===== src/rtl/i2c_rx10_pkg.sv =====
package i2c_rx10_pkg;

    localparam int unsigned BYTE_W  = 8;
    localparam int unsigned CNT_W   = $clog2(BYTE_W + 1);
    localparam logic [4:0]  HDR10   = 5'b11110;

    typedef enum logic [1:0] {
        PH_WAIT = 2'd0,
        PH_BITS = 2'd1,
        PH_ACK  = 2'd2
    } phase_e;

    typedef enum logic [1:0] {
        RL_HI   = 2'd0,
        RL_LO   = 2'd1,
        RL_DATA = 2'd2
    } role_e;

    typedef struct packed {
        logic  matched;
        logic  ack;
        logic  load;
        logic  set_ovf;
        logic  set_upd;
        logic  go_wait;
        role_e nxt_role;
    } byte_dec_t;

    function automatic logic is_hdr10(input logic [BYTE_W-1:0] b);
        return b[BYTE_W-1 -: 5] == HDR10;
    endfunction

endpackage


===== src/rtl/i2c_rx10_sync.sv =====
module i2c_rx10_sync #(
    parameter int unsigned STAGES = 2
) (
    input  logic clk,
    input  logic rst,
    input  logic scl_in,
    input  logic sda_in,
    output logic scl_s,
    output logic scl_rise,
    output logic scl_fall,
    output logic sda_s,
    output logic start_det,
    output logic stop_det
);
    logic [STAGES-1:0] scl_ff, sda_ff;
    logic              scl_prev, sda_prev;

    always_ff @(posedge clk) begin
        if (rst) begin
            scl_ff   <= '1;
            sda_ff   <= '1;
            scl_prev <= 1'b1;
            sda_prev <= 1'b1;
        end else begin
            scl_ff   <= {scl_ff[STAGES-2:0], scl_in};
            sda_ff   <= {sda_ff[STAGES-2:0], sda_in};
            scl_prev <= scl_ff[STAGES-1];
            sda_prev <= sda_ff[STAGES-1];
        end
    end

    assign scl_s     = scl_ff[STAGES-1];
    assign sda_s     = sda_ff[STAGES-1];
    assign scl_rise  = scl_s & ~scl_prev;
    assign scl_fall  = ~scl_s & scl_prev;
    assign start_det = scl_s & scl_prev & sda_prev & ~sda_s;
    assign stop_det  = scl_s & scl_prev & ~sda_prev & sda_s;
endmodule


===== src/rtl/i2c_rx10_shift.sv =====
module i2c_rx10_shift
    import i2c_rx10_pkg::*;
(
    input  logic              clk,
    input  logic              rst,
    input  logic              run,
    input  logic              restart,
    input  logic              scl_rise,
    input  logic              scl_fall,
    input  logic              sda_s,
    output logic [BYTE_W-1:0] shreg,
    output logic              byte_end
);
    logic [CNT_W-1:0] cnt;

    always_ff @(posedge clk) begin
        if (rst) begin
            cnt   <= '0;
            shreg <= '0;
        end else if (!run || restart) begin
            cnt <= '0;
        end else if (scl_rise && cnt < CNT_W'(BYTE_W)) begin
            shreg <= {shreg[BYTE_W-2:0], sda_s};
            cnt   <= cnt + 1'b1;
        end
    end

    assign byte_end = run & ~restart & scl_fall & (cnt == CNT_W'(BYTE_W));
endmodule


===== src/rtl/i2c_rx10_ctrl.sv =====
module i2c_rx10_ctrl
    import i2c_rx10_pkg::*;
(
    input  logic              clk,
    input  logic              rst,
    input  logic              en,
    input  logic              mode10,
    input  logic              start_det,
    input  logic              stop_det,
    input  logic              scl_fall,
    input  logic              byte_end,
    input  logic [BYTE_W-1:0] shreg,
    input  logic              rd_buf,
    input  logic              clr_irq,
    input  logic              clr_ovf,
    input  logic              addr_wr,
    input  logic [BYTE_W-1:0] addr_wdata,
    output logic              run,
    output logic              ack_drive,
    output logic [BYTE_W-1:0] rx_data,
    output logic              buf_full,
    output logic              rx_ovf,
    output logic              rx_irq,
    output logic              addr_upd,
    output logic              rw_read
);
    phase_e            phase_q;
    role_e             role_q, nxt_role_q;
    logic              m10_q, pend_upd_q, pend_wait_q;
    logic [BYTE_W-1:0] addr_q;
    byte_dec_t         dec;
    logic              hi_match;

    // First-byte compare: bits [7:1] always; 10-bit mode adds header and
    // requires a write unless a full 10-bit match is already on record.
    always_comb begin
        hi_match = (shreg[BYTE_W-1:1] == addr_q[BYTE_W-1:1]);
        if (mode10)
            hi_match = hi_match & is_hdr10(shreg) & (~shreg[0] | m10_q);
    end

    always_comb begin
        dec = '0;
        dec.nxt_role = RL_DATA;
        unique case (role_q)
            RL_HI:   dec.matched = hi_match;
            RL_LO:   dec.matched = (shreg == addr_q);
            default: dec.matched = 1'b1;
        endcase
        dec.ack     = dec.matched & ~buf_full & ~rx_ovf;
        dec.load    = dec.matched & ~buf_full;
        dec.set_ovf = dec.matched & buf_full;
        dec.set_upd = dec.ack & mode10 &
                      (((role_q == RL_HI) & ~m10_q) | (role_q == RL_LO));
        if (role_q == RL_DATA)
            dec.go_wait = 1'b0;
        else if (!dec.ack)
            dec.go_wait = 1'b1;
        else if (role_q == RL_LO)
            dec.nxt_role = RL_DATA;
        else if (mode10 && !m10_q)
            dec.nxt_role = RL_LO;
        else
            dec.go_wait = shreg[0];
    end

    always_ff @(posedge clk) begin
        if (rst) begin
            phase_q     <= PH_WAIT;
            role_q      <= RL_HI;
            nxt_role_q  <= RL_HI;
            m10_q       <= 1'b0;
            pend_upd_q  <= 1'b0;
            pend_wait_q <= 1'b0;
            addr_q      <= '0;
            ack_drive   <= 1'b0;
            rx_data     <= '0;
            buf_full    <= 1'b0;
            rx_ovf      <= 1'b0;
            rx_irq      <= 1'b0;
            addr_upd    <= 1'b0;
            rw_read     <= 1'b0;
        end else begin
            // host side first, so that hardware sets below take priority
            if (rd_buf)  buf_full <= 1'b0;
            if (clr_irq) rx_irq   <= 1'b0;
            if (clr_ovf) rx_ovf   <= 1'b0;
            if (addr_wr) begin
                addr_q   <= addr_wdata;
                addr_upd <= 1'b0;
            end

            if (!en) begin
                phase_q   <= PH_WAIT;
                ack_drive <= 1'b0;
                m10_q     <= 1'b0;
                addr_upd  <= 1'b0;
            end else if (start_det) begin
                phase_q   <= PH_BITS;
                role_q    <= RL_HI;
                ack_drive <= 1'b0;
            end else if (stop_det) begin
                phase_q   <= PH_WAIT;
                ack_drive <= 1'b0;
                m10_q     <= 1'b0;
            end else begin
                unique case (phase_q)
                    PH_BITS: if (byte_end) begin
                        if (!dec.matched) begin
                            phase_q <= PH_WAIT;
                        end else begin
                            phase_q     <= PH_ACK;
                            ack_drive   <= dec.ack;
                            buf_full    <= 1'b1;
                            pend_upd_q  <= dec.set_upd;
                            pend_wait_q <= dec.go_wait;
                            nxt_role_q  <= dec.nxt_role;
                            if (dec.load)    rx_data <= shreg;
                            if (dec.set_ovf) rx_ovf  <= 1'b1;
                            if (role_q == RL_HI) rw_read <= shreg[0];
                            if (role_q == RL_LO && dec.ack) m10_q <= 1'b1;
                        end
                    end
                    PH_ACK: if (scl_fall) begin
                        ack_drive <= 1'b0;
                        rx_irq    <= 1'b1;
                        if (pend_upd_q) addr_upd <= 1'b1;
                        phase_q   <= pend_wait_q ? PH_WAIT : PH_BITS;
                        role_q    <= nxt_role_q;
                    end
                    default: ;
                endcase
            end
        end
    end

    assign run = (phase_q == PH_BITS);
endmodule


===== src/rtl/i2c_rx10.sv =====
module i2c_rx10
    import i2c_rx10_pkg::*;
#(
    parameter int unsigned SYNC_STAGES = 2
) (
    input  logic              clk,
    input  logic              rst,
    input  logic              en,
    input  logic              mode10,
    input  logic              scl_i,
    input  logic              sda_i,
    output logic              scl_drive_low,
    output logic              sda_drive_low,
    input  logic              rd_buf,
    input  logic              clr_irq,
    input  logic              clr_ovf,
    input  logic              addr_wr,
    input  logic [BYTE_W-1:0] addr_wdata,
    output logic [BYTE_W-1:0] rx_data,
    output logic              buf_full,
    output logic              rx_ovf,
    output logic              rx_irq,
    output logic              addr_upd,
    output logic              rw_read
);
    logic scl_s, scl_rise, scl_fall, sda_s, start_det, stop_det;
    logic run, byte_end;
    logic [BYTE_W-1:0] shreg;

    i2c_rx10_sync #(.STAGES(SYNC_STAGES)) u_sync (
        .clk(clk), .rst(rst), .scl_in(scl_i), .sda_in(sda_i),
        .scl_s(scl_s), .scl_rise(scl_rise), .scl_fall(scl_fall),
        .sda_s(sda_s), .start_det(start_det), .stop_det(stop_det)
    );

    i2c_rx10_shift u_shift (
        .clk(clk), .rst(rst), .run(run), .restart(start_det),
        .scl_rise(scl_rise), .scl_fall(scl_fall), .sda_s(sda_s),
        .shreg(shreg), .byte_end(byte_end)
    );

    i2c_rx10_ctrl u_ctrl (
        .clk(clk), .rst(rst), .en(en), .mode10(mode10),
        .start_det(start_det), .stop_det(stop_det), .scl_fall(scl_fall),
        .byte_end(byte_end), .shreg(shreg),
        .rd_buf(rd_buf), .clr_irq(clr_irq), .clr_ovf(clr_ovf),
        .addr_wr(addr_wr), .addr_wdata(addr_wdata),
        .run(run), .ack_drive(sda_drive_low), .rx_data(rx_data),
        .buf_full(buf_full), .rx_ovf(rx_ovf), .rx_irq(rx_irq),
        .addr_upd(addr_upd), .rw_read(rw_read)
    );

    // clock hold lasts exactly as long as an address update is pending
    assign scl_drive_low = addr_upd;
endmodule


===== config.mk =====
export PLATFORM = sky130hd
export DESIGN_NAME = i2c_rx10
export DESIGN_NICKNAME = d
export VERILOG_FILES = /design/src/rtl/i2c_rx10_pkg.sv /design/src/rtl/i2c_rx10_sync.sv /design/src/rtl/i2c_rx10_shift.sv /design/src/rtl/i2c_rx10_ctrl.sv /design/src/rtl/i2c_rx10.sv
export SDC_FILE = /design/constraint.sdc
export NUM_CORES = 1
export LEC_CHECK = 0
export CORE_MARGIN = 1.5
export CORE_UTILIZATION = 31
export CTS_CLUSTER_DIAMETER = 80
export CTS_CLUSTER_SIZE = 16
export DETAILED_ROUTE_END_ITERATION = 7
export PLACE_DENSITY = 0.63
export SYNTH_ARGS = -nofsm -noshare
export SYNTH_HDL_FRONTEND = slang
export SYNTH_SLANG_ARGS = --single-unit

===== constraint.sdc =====
create_clock -name clk -period 2.01 [get_ports clk]
set_input_delay 0.603 -clock clk [delete_from_list [all_inputs] [get_ports clk]]
set_output_delay 0.603 -clock clk [all_outputs]
set_load 0.02 [all_outputs]

== Word-level counts from Yosys, hierarchy flattened ==
Index checks and enable logic that the tools add are counted.

* Register bits after elaboration: 49
* Output and inout port bits: 15
* Word-level logic and storage cells: 153

* Add/subtract/negate cells: 1
* Magnitude comparators: 1
* Equality and inequality tests: 14
* Muxes and demuxes: 57
* Bitwise gates (word level): 32
* Reduce and logical (&&, ||, !) cells: 27

{| class="wikitable"
|+ Operators with widths
! cell !! count
|-
| 1-bit 2-to-1 mux || 43
|-
| 2-bit 2-to-1 mux || 11
|-
| 1-bit bitwise AND || 18
|-
| 7-bit AND reduction || 2
|-
| 2-bit nonzero test || 7
|-
| 1-bit inverter || 12
|-
| 8-bit == test || 1
|-
| 4-bit inequality test, second input constant || 2
|-
| 4-bit AND reduction || 2
|-
| 7-bit == test || 1
|-
| 3-bit AND reduction || 2
|-
| 6-bit AND reduction || 1
|-
| 5-bit == test, second input constant || 1
|-
| 5-bit AND reduction || 1
|-
| 4-bit by 1-bit adder with 4-bit output, second input constant || 1
|-
| 2-bit by 1-bit == test with 1-bit output, second input constant || 2
|-
| 2-bit == test, second input constant || 2
|-
| 4-bit == test, second input constant || 1
|-
| 4-bit < comparator, second input constant || 1
|-
| 2-bit by 1-bit inequality test with 1-bit output, second input constant || 2
|-
| 2-bit inequality test, second input constant || 2
|-
| 1-bit one-hot mux with 2 select lines || 2
|-
| 2-bit one-hot mux with 2 select lines || 1
|-
| 4-bit nonzero test || 1
|-
| other kinds (8) || 13
|}

== Depth between registers and ports, before layout ==
Gate-level depths: netlist (run 1).

* Depth in word-level cells: 13
* Gate-level depth with buffers: 8
* Depth with buffers taken out: 7

== By module ==
From an unflattened synthesis (run 1), not the netlist that was laid out.

* Cell total of the unflattened synthesis: 252
* Area total of the unflattened synthesis: 2309.7 um2

{| class="wikitable"
|+ Modules (own cells, without submodules)
! module !! instances !! cells an instance !! area an instance (um2)
|-
| i2c_rx10_ctrl || 1 || 187 || 1599.0
|-
| i2c_rx10_shift || 1 || 48 || 513.0
|-
| i2c_rx10_sync || 1 || 16 || 190.2
|-
| i2c_rx10 || 1 || 1 || 7.5
|}

== Worst setup path after synthesis (run 1) ==
No wires, ideal clock.

* Kind: register to register
* From: register u_ctrl.phase_q[1]
* To: register u_ctrl.rx_data[6]
* Library setup time: 0.132 ns
* Arrival: 1.771 ns
* Data required time: 1.878 ns
* Path slack: 0.106 ns
* Cell stages (with the launch flop): 9
* Path through: dfxtp_1 inv_1 ha_1 nand4b_1 or4b_4 or2_0 clkbuf_1 o21ai_0 a21oi_1

* Word-level cells in the longest chain between the ends: 5

{| class="wikitable"
|+ RTL lines
! item !! line !! text
|-
| start, declared || i2c_rx10_ctrl.sv:27 || <nowiki>phase_e phase_q;</nowiki>
|-
| start signal, assigned || i2c_rx10_ctrl.sv:128 || <nowiki>phase_q <= pend_wait_q ? PH_WAIT : PH_BITS;</nowiki>
|-
| 2-bit by 1-bit == test with 1-bit output (*) || i2c_rx10_ctrl.sv:107, i2c_rx10_ctrl.sv:137 ||
|-
| 1-bit bitwise AND (3 in series) || i2c_rx10_shift.sv:28 || <nowiki>assign byte_end = run & ~restart & scl_fall & (cnt == CNT_W'(BYTE_W));</nowiki>
|-
| 7-bit AND reduction (no source line) (*) || n/a ||
|-
| end signal, assigned || i2c_rx10_ctrl.sv:118 || <nowiki>if (dec.load) rx_data <= shreg;</nowiki>
|-
| end, declared || i2c_rx10_ctrl.sv:20 || <nowiki>output logic [BYTE_W-1:0] rx_data,</nowiki>
|}

Every way passes the cells marked *; elsewhere a longest branch is shown, timed or not.
A chain may end at the register's enable or synchronous reset.

== Final worst setup path (run 1) ==
* From: register u_ctrl.rx_ovf
* To: output port rx_ovf

{| class="wikitable"
|+ RTL lines
! item !! line !! text
|-
| start, declared || i2c_rx10_ctrl.sv:22 || <nowiki>output logic rx_ovf,</nowiki>
|-
| start signal, assigned || i2c_rx10_ctrl.sv:79 || <nowiki>rx_ovf <= 1'b0;</nowiki>
|-
| start signal, assigned || i2c_rx10_ctrl.sv:87 || <nowiki>if (clr_ovf) rx_ovf <= 1'b0;</nowiki>
|-
| start signal, assigned || i2c_rx10_ctrl.sv:119 || <nowiki>if (dec.set_ovf) rx_ovf <= 1'b1;</nowiki>
|-
| end, declared || i2c_rx10.sv:21 || <nowiki>output logic rx_ovf,</nowiki>
|}

No word-level cell between the ends.

==> metrics.txt, run 1 <==
Critical Path Source Type flip-flop; antenna violations before repair 0; CTS buffer count 5; CP Depth 1; Hold Path Depth 1; vias in the first global route 1840; Crit Path Class reg2out; # diodes 0; DP Wirelength 3760 um; top cells by count, synth dfxtp_1 (49), a21oi_1 (28), nor2_1 (28); Rows 31; Core Region 0.00718 mm^2; Wirelength per Cell 12.9 um; Starting Density 31.6%; clk_skew 0.00953 ns; CP Buf/Inv Count 1; DIE AREA 0.00784 mm^2; EDFF count, synth 0; pre-CTS setup slack -0.394 ns; Register-to-Register Path Depth 7; f_max 518 MHz; pin count of the biggest net entering global routing 30; CP cell instances clkdlybuf4s50_1; post-synthesis register bit count 49; fin cells 404; total of max-cap violations 0; Finished Cell Area 0.00292 mm^2; Post-Syn Nets 280; synth unique cells 47; nets@finish 326; Antenna Violating Nets Remaining 0; Reg clk slew, reported paths 0.09 ns; min-delay worst type reg2reg; Pre-antenna DRT Iters 4; maximum root-to-sink buffer count 2; CTS tree built; # DRC 0; Synth Instances 258; detailed router's first-iteration violation count 81; share of cells above drive strength 1 18.4%; Reg-to-Reg Start u_ctrl.phase_q[1]$_SDFFE_PP0P_; Worst EP required 1.41 ns; crit path capture type output pin; die height 88.5 um; Max VDD drop 0.310 mV; Overall Power 0.00177 W; clk sinks 49; hold wc startpoint u_sync.sda_ff[0]$_SDFF_PP1_; Clk Latency, worst-skew pair 0.31 ns; sequential fraction of the synthesis area 43.2%; Port Buf Inserts 32; final wirelength 5200 um; CP peak stage delay 0.63 ns; outcome finished, final reports clean; Slew @ Worst Pin 0.517 ns; count leader, synth dfxtp_1; Final Cycle Share 96.0%; Final Setup Violations 0; share of the synthesized area in the top cell type 43.2%; Hold Vio Cnt, Final 0; via count 1926; H-Tree Level Count 2; Inst Count DP 395; Placed Area 0.00280 mm^2; area leader, netlist dfxtp_1; post-layout min period 1.93 ns; grt ovf 0; Critical R2R Capture u_ctrl.rx_data[1]$_SDFFE_PP0P_; PD cells 605 mW/mm^2; Die X-Extent 88.5 um; Slew headroom 65.2%; Post-Synthesis Cell Area 0.00227 mm^2; CP top delay family buffers and inverters; worst hold path endpoint u_sync.sda_ff[1]$_SDFF_PP1_; Root Buffer clkbuf_8; post-route setup slack 0.0806 ns; worst reg2reg setup slack 0.14 ns; number of placed I/O pins 33; drt via density 4.77; Placer Congestion 0.818; ys flop type dfxtp_1; P_leak 1.10 nW; WP data arrival 1.33 ns; Syn Area/Cell 8.79 um^2; critical path peak fanout 4; Critical Path Slowest Stage Cell clkdlybuf4s50_1; top cells by area, synth dfxtp_1 (43%), a21oi_1 (6.2%), nor2_1 (4.6%); Layout Area Growth over Synthesis 28.8%; total track usage 14.4%; max-slew violation count 0; Async S/R FF share, synth 0%; first-pass GRT wire length 8610 um; Synth Warn # 0
[cells in the final DEF (no fill, tap or decap), types with 2 or more instances in the layout]
cell type and instances:
a211oi_1 3, a21oi_1 28, a22oi_1 2, a41oi_1 2
buf_4 20, clkbuf_8 5, clkdlybuf4s50_1 30, dfxtp_1 47
dfxtp_2 2, ha_1 3, inv_1 10, mux2i_1 8
nand2_1 23, nand2b_1 7, nand3_1 3, nand3b_1 2
nand4_1 11, nand4b_1 2, nor2_1 28, nor2b_1 2
nor3_1 4, o21ai_0 4, o21ai_1 7, o21ai_2 2
or2_2 9, or2_4 2, xnor2_1 2, xor2_1 9
[report_power, final]
| part | internal (W) | switching (W) |
|---|---|---|
| clock network | 0.000249 | 0.000338 |
| registers | 0.000985 | 0.0000119 |
| logic | 0.0000970 | 0.0000872 |
| total | 0.00133 | 0.000437 |
[per-layer routing]
metal  up-vias  GRT usage [%]  share of wire [%]
met4         0           6.68                1.7
met2        48           21.7                 44
met5         -              0                  0
li1        991              -                  -
met3         8           3.64                4.6
met1       879           19.3                 50
[cell families (layout without fill, tap and decap cells)]
| family | count (synthesis) | after routing | synth area share [%] |
|---|---|---|---|
| multiplexers | 9 | 9 | 4.03 |
| flip-flops | 49 | 49 | 43.2 |
| XOR/XNOR | 11 | 11 | 4.25 |
| AND/OR/NAND/NOR | 100 | 100 | 23.3 |
| adder cells (fa/ha/maj) | 4 | 4 | 2.21 |
| buffers and inverters | 26 | 73 | 5.52 |
| AO/OA/AOI/OAI | 59 | 59 | 17.4 |
[per-stage QoR]
stage	utilization (%)	setup TNS, ns	hold WS (ns)
final	40.7	0	0.413
after global routing	40.7	-0.0107	0.432
after CTS	40.2	0	0.415
after detailed placement	39.0	-5.75	0.393
after global placement	39.0	-5.57	0.392
after floorplan	-	0	0.389
[cell type report]
class | count | area, um^2
clock buffer | 6 | 72.6
clock inverter | 2 | 13.8
fill | 722 | 4250
inverter | 11 | 41.3
multi-input combinational | 183 | 1180
sequential | 49 | 983
tap | 99 | 124
timing repair buffer | 54 | 503
[worst reg2reg max path: cells and delay by family (launching register included)]
| family | cells | cell delay, ns |
|---|---|---|
| flops | 1 | 0.34 |
| fa+ha+maj | 1 | 0.17 |
| buf+inv | 1 | 0.06 |
| simple gates | 3 | 0.97 |
| compound gates | 2 | 0.22 |
[state kept, by name (all words and copies together), names as in the netlist, 2 cells and up]
register and cells:
u_ctrl.addr_q 8, u_ctrl.rx_data 8, u_shift.shreg 8, u_shift.cnt 4, u_ctrl.nxt_role_q 2, u_ctrl.phase_q 2
u_ctrl.role_q 2, u_sync.scl_ff 2, u_sync.sda_ff 2
[what timing repair did]
| action | 4_1_cts | 5_1_grt |
|---|---|---|
| hold endpoints to repair | 0 | 0 |
| setup endpoints to repair | 7 | 13 |
| hold buffers | 0 | 0 |
| resized for setup | 4 | 15 |
| buffers inserted | 0 | 1 |
| pin swaps | 1 | 7 |
[worst max path at each step]
| stage | slack (ns) | to | start |
|---|---|---|---|
| global placement | -0.37 | u_ctrl.m10_q$_SDFFE_PP0P_ | mode10 |
| finish | 0.08 | rx_ovf | u_ctrl.rx_ovf$_SDFF_PP0_ |
| global route | -0.007 | u_ctrl.rx_data[1]$_SDFFE_PP0P_ | u_ctrl.phase_q[1]$_SDFFE_PP0P_ |
| CTS | 0.03 | u_ctrl.phase_q[1]$_SDFFE_PP0P_ | mode10 |
| floorplan | 0.11 | u_ctrl.rx_data[6]$_SDFFE_PP0P_ | u_ctrl.phase_q[1]$_SDFFE_PP0P_ |
| detailed placement | -0.39 | u_ctrl.phase_q[1]$_SDFFE_PP0P_ | mode10 |
No activity file was read; power rests on OpenSTA's default activity.
==> run 2, diff against run 1 <==
- ABC_CLOCK_PERIOD_IN_PS: not set -> 2100
- GPL_TIMING_DRIVEN: not set -> 0
- PLACE_DENSITY: 0.63 -> 0.61
- clock period: 2.01 -> 2.1 ns (I/O delays scaled with it)
==> run 2 against run 1 <==
Total power barely moved. Clock-buffer cell count shrank 1. Highest routed layer unchanged. Routed wire length rose by 1.8%. Critical path type is now reg2reg. Largest power group unchanged.
==> metrics.txt, run 2 (synthesis gave the netlist of run 1 again) <==
Reg clk slew, reported paths 0.09 ns (about the same); crit path capture type flip-flop; Finished Cell Area 0.00282 mm^2 (-3.6%); nets@finish 317 (-2.8%); switching power total 0.000402 W (-7.9%); max-slew violation count 0 (unchanged); Clk Latency, worst-skew pair 0.30 ns (about the same); fin cells 394 (-2.5%); commonest non-fill, non-tap cells in the layout dfxtp_1 (48), nor2_1 (28), a21oi_1 (28); final wirelength 5290 um (+1.8%); Starting Density 31.6% (unchanged); drt via density 4.84 (+1.4%); Wirelength per Cell 13.4 um (+4.4%); Final Cycle Share 94.6%; Overall Power 0.00177 W (about the same); total of max-cap violations 0 (unchanged); filler instances 720 (-0.28%); clock network power share 37.1% (+3.9 points); RSZ-0062 raised after global routing no; top flop regs u_ctrl.addr_q x8, u_ctrl.rx_data x8, u_shift.shreg x8; Root Buffer clkbuf_8; P_leak 1.04 nW (-5.6%); Final Setup Violations 0 (unchanged); outcome finished, final reports clean; Layout Area Growth over Synthesis 24.2%; Reg-to-Reg Start u_ctrl.phase_q[1]$_SDFFE_PP0P_; # diodes 0 (unchanged); via count 1905 (-1.1%); WP data arrival 2.15 ns (+0.82 ns); Slew @ Worst Pin 0.694 ns (+0.177 ns); clk sinks 49 (unchanged); Placed Area 0.00269 mm^2 (-3.8%); Critical R2R Capture u_ctrl.ack_drive$_SDFFE_PP0P_; commonest non-fill, non-tap cell in the layout dfxtp_1; Internal 0.00136 W (+2.5%); combinational share of power 8.8% (-1.6 points); post-layout min period 1.99 ns; H-Tree Level Count 2 (unchanged); total track usage 14.7% (+0.32 points); number of placed I/O pins 33 (unchanged); Die X-Extent 88.5 um (unchanged); grt ovf 0 (unchanged); Core Region 0.00718 mm^2 (unchanged); DP Wirelength 3840 um (+2.0%); Seq pwr share 54.1% (-2.3 points); # DRC 0 (unchanged); detailed router's first-iteration violation count 64 (-21%); Pre-antenna DRT Iters 4 (unchanged); Max VDD drop 0.282 mV (-8.8%); hold_buf cts 0 (unchanged); pin count of the biggest net entering global routing 15 (-50%); end point of the critical path u_ctrl.ack_drive$_SDFFE_PP0P_; share of cells above drive strength 1 11.5% (-6.8 points); CTS buffer count 5 (unchanged); worst reg2reg setup slack 0.11 ns (-0.03 ns); die height 88.5 um (unchanged); DIE AREA 0.00784 mm^2 (unchanged); Rows 31 (unchanged); clk_skew 0.00577 ns (-0.00375 ns); Worst EP required 2.26 ns (+0.85 ns); Placer Congestion 0.859 (+5.0%); Register-to-Register Path Depth 7 (unchanged); min-delay worst type reg2reg; Antenna Violating Nets Remaining 0 (unchanged); CTS tree built; first-pass GRT wire length 8660 um (+0.56%); worst setup path startpoint u_ctrl.phase_q[1]$_SDFFE_PP0P_; f_max 503 MHz; Inst Count DP 387 (-2.0%); FF/Latch Area 982 um^2 (-0.13%); Sw Share 22.8% (-1.9 points); vias in the first global route 1802 (-2.1%); Crit Path Class reg2reg; Critical Path Source Type flip-flop; Port Buf Inserts 30 (-6.3%); antenna violations before repair 0 (unchanged); maximum root-to-sink buffer count 2 (unchanged); Slew headroom 53.5% (-12 points); PD cells 627 mW/mm^2 (+3.6%); Hold Vio Cnt, Final 0 (unchanged); area of the multi-input gates 0.00118 mm^2 (-0.53%); critical path peak fanout 7 (+3)
==> run 2: power groups by stage <==
stage | Combinational, W | Clock [W] | Sequential, W
6_report | 0.000155 | 0.000655 | 0.000955
5_1_grt | 0.000173 | 0.000712 | 0.000957
4_1_cts | 0.000156 | 0.000675 | 0.000955
3_5_place_dp | 0.000156 | 0 | 0.000977
3_3_place_gp | 0.000156 | 0 | 0.000976
2_1_floorplan | 0.000100 | 0 | 0.000975
==> run 2: what timing repair did <==
item	in CTS	in global routing
endpoints found under the hold margin	0	0
resized for setup	4	6
cloned	0	0
setup buffers	0	1
pin swaps	1	2
setup endpoints to repair	11	12
==> run 2: worst min-delay path by stage <==
stage	startpoint	end	slack, ns	cells after the start
floorplan	u_sync.scl_ff[0]$_SDFF_PP1_	u_sync.scl_ff[1]$_SDFF_PP1_	0.39	1
global placement	u_sync.sda_ff[0]$_SDFF_PP1_	u_sync.sda_ff[1]$_SDFF_PP1_	0.39	1
detailed placement	u_sync.scl_ff[0]$_SDFF_PP1_	u_sync.scl_ff[1]$_SDFF_PP1_	0.39	1
CTS	u_sync.scl_ff[0]$_SDFF_PP1_	u_sync.scl_ff[1]$_SDFF_PP1_	0.42	1
global route	u_sync.sda_ff[0]$_SDFF_PP1_	u_sync.sda_ff[1]$_SDFF_PP1_	0.43	1
finish	u_sync.scl_ff[0]$_SDFF_PP1_	u_sync.scl_ff[1]$_SDFF_PP1_	0.41	1
==> run 2: final cells by class <==
type,instances,area share (%)
Inverter,11,1.47
Multi-Input combinational cell,183,41.8
Timing Repair Buffer,31,10.9
Tap cell,99,4.40
Sequential cell,49,34.9
Clock buffer,5,2.44
Buffer,14,2.84
Clock inverter,2,1.24
==> run 2: stage by stage <==
step / setup WS (ns) / setup TNS [ns] / utilization (%) / hold slack, ns
2_1_floorplan: 0.196 / 0 / - / 0.389
3_3_place_gp: -0.462 / -6.37 / 37.5 / 0.392
3_5_place_dp: -0.484 / -6.55 / 37.5 / 0.394
4_1_cts: 0.00600 / 0 / 38.9 / 0.416
5_1_grt: 0.00941 / 0 / 39.3 / 0.434
6_report: 0.113 / 0 / 39.3 / 0.414
==> run 2: metal layers <==
metal / share of wire (%) / up-vias / routed length (um) / global-route usage [%]
li1: - / 973 / - / -
met5: 0 / - / 0 / 0
met1: 50 / 881 / 2640 / 20.2
met4: 1.3 / 0 / 71 / 4.69
met2: 44 / 46 / 2340 / 22.5
met3: 4.6 / 5 / 245 / 3.82
==> run 2: critical path, cell delays in order (launching register included) <==
cell and delay [ns]:
dfxtp_1 0.34, inv_1 0.09, ha_4 0.17, nand4b_1 0.16, or2_2 0.34, a221o_1 0.38, a221oi_2 0.29, a2111oi_2 0.08
==> run 3, diff against run 2 <==
- SKIP_LAST_GASP: not set -> 1
==> run 3 against run 2 <==
Total power hardly changed. Highest routed layer unchanged. Critical path depth stayed put. Largest power group unchanged. Non-clock buffer count stayed put. Fmax stayed put. Clock-buffer cell count stayed put. Final cell count stayed put.
==> metrics.txt, run 3 (synthesis gave the netlist of run 1 again) <==
pin count of the biggest net entering global routing 15 (unchanged); outcome finished, final reports clean; max-slew violation count 0 (unchanged); DIE AREA 0.00784 mm^2 (unchanged); combinational share of power 8.8% (about the same); Antenna Violating Nets Remaining 0 (unchanged); Port Buf Inserts 30 (unchanged); P_leak 1.04 nW (about the same); worst reg2reg setup slack 0.11 ns (about the same); Internal 0.00136 W (unchanged); detailed router's first-iteration violation count 65 (+1.6%); antenna violations before repair 0 (unchanged); min-delay worst type reg2reg; Final Util 39.3% (unchanged); fin cells 394 (unchanged); Crit Path Class reg2reg; die height 88.5 um (unchanged); commonest non-fill, non-tap cell in the layout dfxtp_1; switching power total 0.000402 W (about the same); total of max-cap violations 0 (unchanged); number of placed I/O pins 33 (unchanged); maximum root-to-sink buffer count 2 (unchanged); total track usage 14.7% (unchanged); commonest non-fill, non-tap cells in the layout dfxtp_1 (48), nor2_1 (28), a21oi_1 (28); CP Buf/Inv Count 1 (unchanged); Reg clk slew, reported paths 0.09 ns (about the same); CP peak stage delay 0.38 ns (about the same); Finished Cell Area 0.00282 mm^2 (unchanged); Hold Vio Cnt, Final 0 (unchanged); Worst EP required 2.26 ns (about the same); Pre-antenna DRT Iters 4 (unchanged); Inst Count DP 387 (unchanged); Critical Path Slowest Stage Cell a221o_1; Sw Share 22.8% (about the same); # diodes 0 (unchanged); PD cells 627 mW/mm^2 (about the same); nets@finish 317 (unchanged); DP Wirelength 3840 um (unchanged); share of cells above drive strength 1 11.5% (unchanged); WP data arrival 2.15 ns (about the same); CTS buffer count 5 (unchanged); Placer Congestion 0.859 (unchanged); Seq pwr share 54.1% (about the same); Wirelength per Cell 13.4 um (unchanged); top flop regs u_ctrl.addr_q x8, u_ctrl.rx_data x8, u_shift.shreg x8; Clk Latency, worst-skew pair 0.30 ns (about the same); CP cell instances inv_1 > ha_4 > nand4b_1 > or2_2 > a221o_1 > a221oi_2 > a2111oi_2; Die X-Extent 88.5 um (unchanged); pre-CTS setup slack -0.484 ns (unchanged); filler instances 720 (unchanged); Core Region 0.00718 mm^2 (unchanged); drt via density 4.84 (unchanged); Slew @ Worst Pin 0.694 ns (unchanged); Starting Density 31.6% (unchanged); critical path peak fanout 7 (unchanged); Rows 31 (unchanged); CP top delay family compound AO/OA/AOI/OAI gates; Critical Path Source Type flip-flop; vias in the first global route 1802 (unchanged); f_max 503 MHz (unchanged); RSZ-0062 raised after global routing yes; final wirelength 5290 um (unchanged); Placed Area 0.00269 mm^2 (unchanged); Layout Area Growth over Synthesis 24.2% (unchanged); Slew headroom 53.5% (unchanged); first-pass GRT wire length 8660 um (unchanged); via count 1905 (unchanged); H-Tree Level Count 2 (unchanged); CTS tree built; Max VDD drop 0.282 mV (unchanged); Final Cycle Share 94.6% (unchanged); clock network power share 37.1% (about the same); grt ovf 0 (unchanged); Root Buffer clkbuf_8; clk sinks 49 (unchanged); crit path capture type flip-flop; post-layout min period 1.99 ns (unchanged); clk_skew 0.00577 ns (unchanged); # DRC 0 (unchanged); Final Setup Violations 0 (unchanged); post-route setup slack 0.113 ns (unchanged)
## run 3: cell counts in the layout (fill, tap and decap cells not counted)
Identical to the previous run, type by type.
## run 3: power groups by stage
stage | Clock [W] | Combinational (W) | Sequential, W
after floorplan | 0 | 0.000100 | 0.000975
after global routing | 0.000712 | 0.000172 | 0.000957
after detailed placement | 0 | 0.000156 | 0.000977
after CTS | 0.000675 | 0.000156 | 0.000955
after global placement | 0 | 0.000156 | 0.000976
final | 0.000655 | 0.000155 | 0.000955
## run 3: path summary, 6_finish.rpt
check / start / end / depth (start not counted)
max: u_ctrl.phase_q[1]$_SDFFE_PP0P_ / u_ctrl.ack_drive$_SDFFE_PP0P_ / 7
min: u_sync.scl_ff[0]$_SDFF_PP1_ / u_sync.scl_ff[1]$_SDFF_PP1_ / 1
max reg2reg: u_ctrl.phase_q[1]$_SDFFE_PP0P_ / u_ctrl.ack_drive$_SDFFE_PP0P_ / 7
min reg2reg: u_sync.scl_ff[0]$_SDFF_PP1_ / u_sync.scl_ff[1]$_SDFF_PP1_ / 1
## run 3: what timing repair did
| item | 4_1_cts | 5_1_grt |
|---|---|---|
| hold buffers | 0 | 0 |
| resized for setup | 4 | 5 |
| pin swaps | 1 | 2 |
| endpoints found under the setup margin | 11 | 12 |
| buffers inserted | 0 | 1 |
## run 3: final cells by class
class / count / area (um^2) / share of cell area, %
plain buffers: 14 / 80.1 / 2.84
flip-flops and latches: 49 / 982 / 34.9
inverters: 11 / 41.3 / 1.47
multi-input cells: 183 / 1180 / 41.8
repair buffers: 31 / 308 / 10.9
clock buffers: 5 / 68.8 / 2.44
well taps: 99 / 124 / 4.40
clock inverters: 2 / 35.0 / 1.24
## run 3: stage by stage
| step | total power [W] | TNS, ns | hold slack, ns |
|---|---|---|---|
| 2_1_floorplan | 0.00107 | 0 | 0.389 |
| 3_3_place_gp | 0.00113 | -6.37 | 0.392 |
| 3_5_place_dp | 0.00113 | -6.55 | 0.394 |
| 4_1_cts | 0.00179 | 0 | 0.416 |
| 5_1_grt | 0.00184 | -0.00217 | 0.434 |
| 6_report | 0.00177 | 0 | 0.414 |
## run 3: per-layer routing
layer,wire length [um],track usage [%],up-vias
li1,-,-,973
met3,245,3.82,5
met1,2640,20.2,881
met2,2340,22.5,46
met4,71,4.69,0
met5,0,0,-
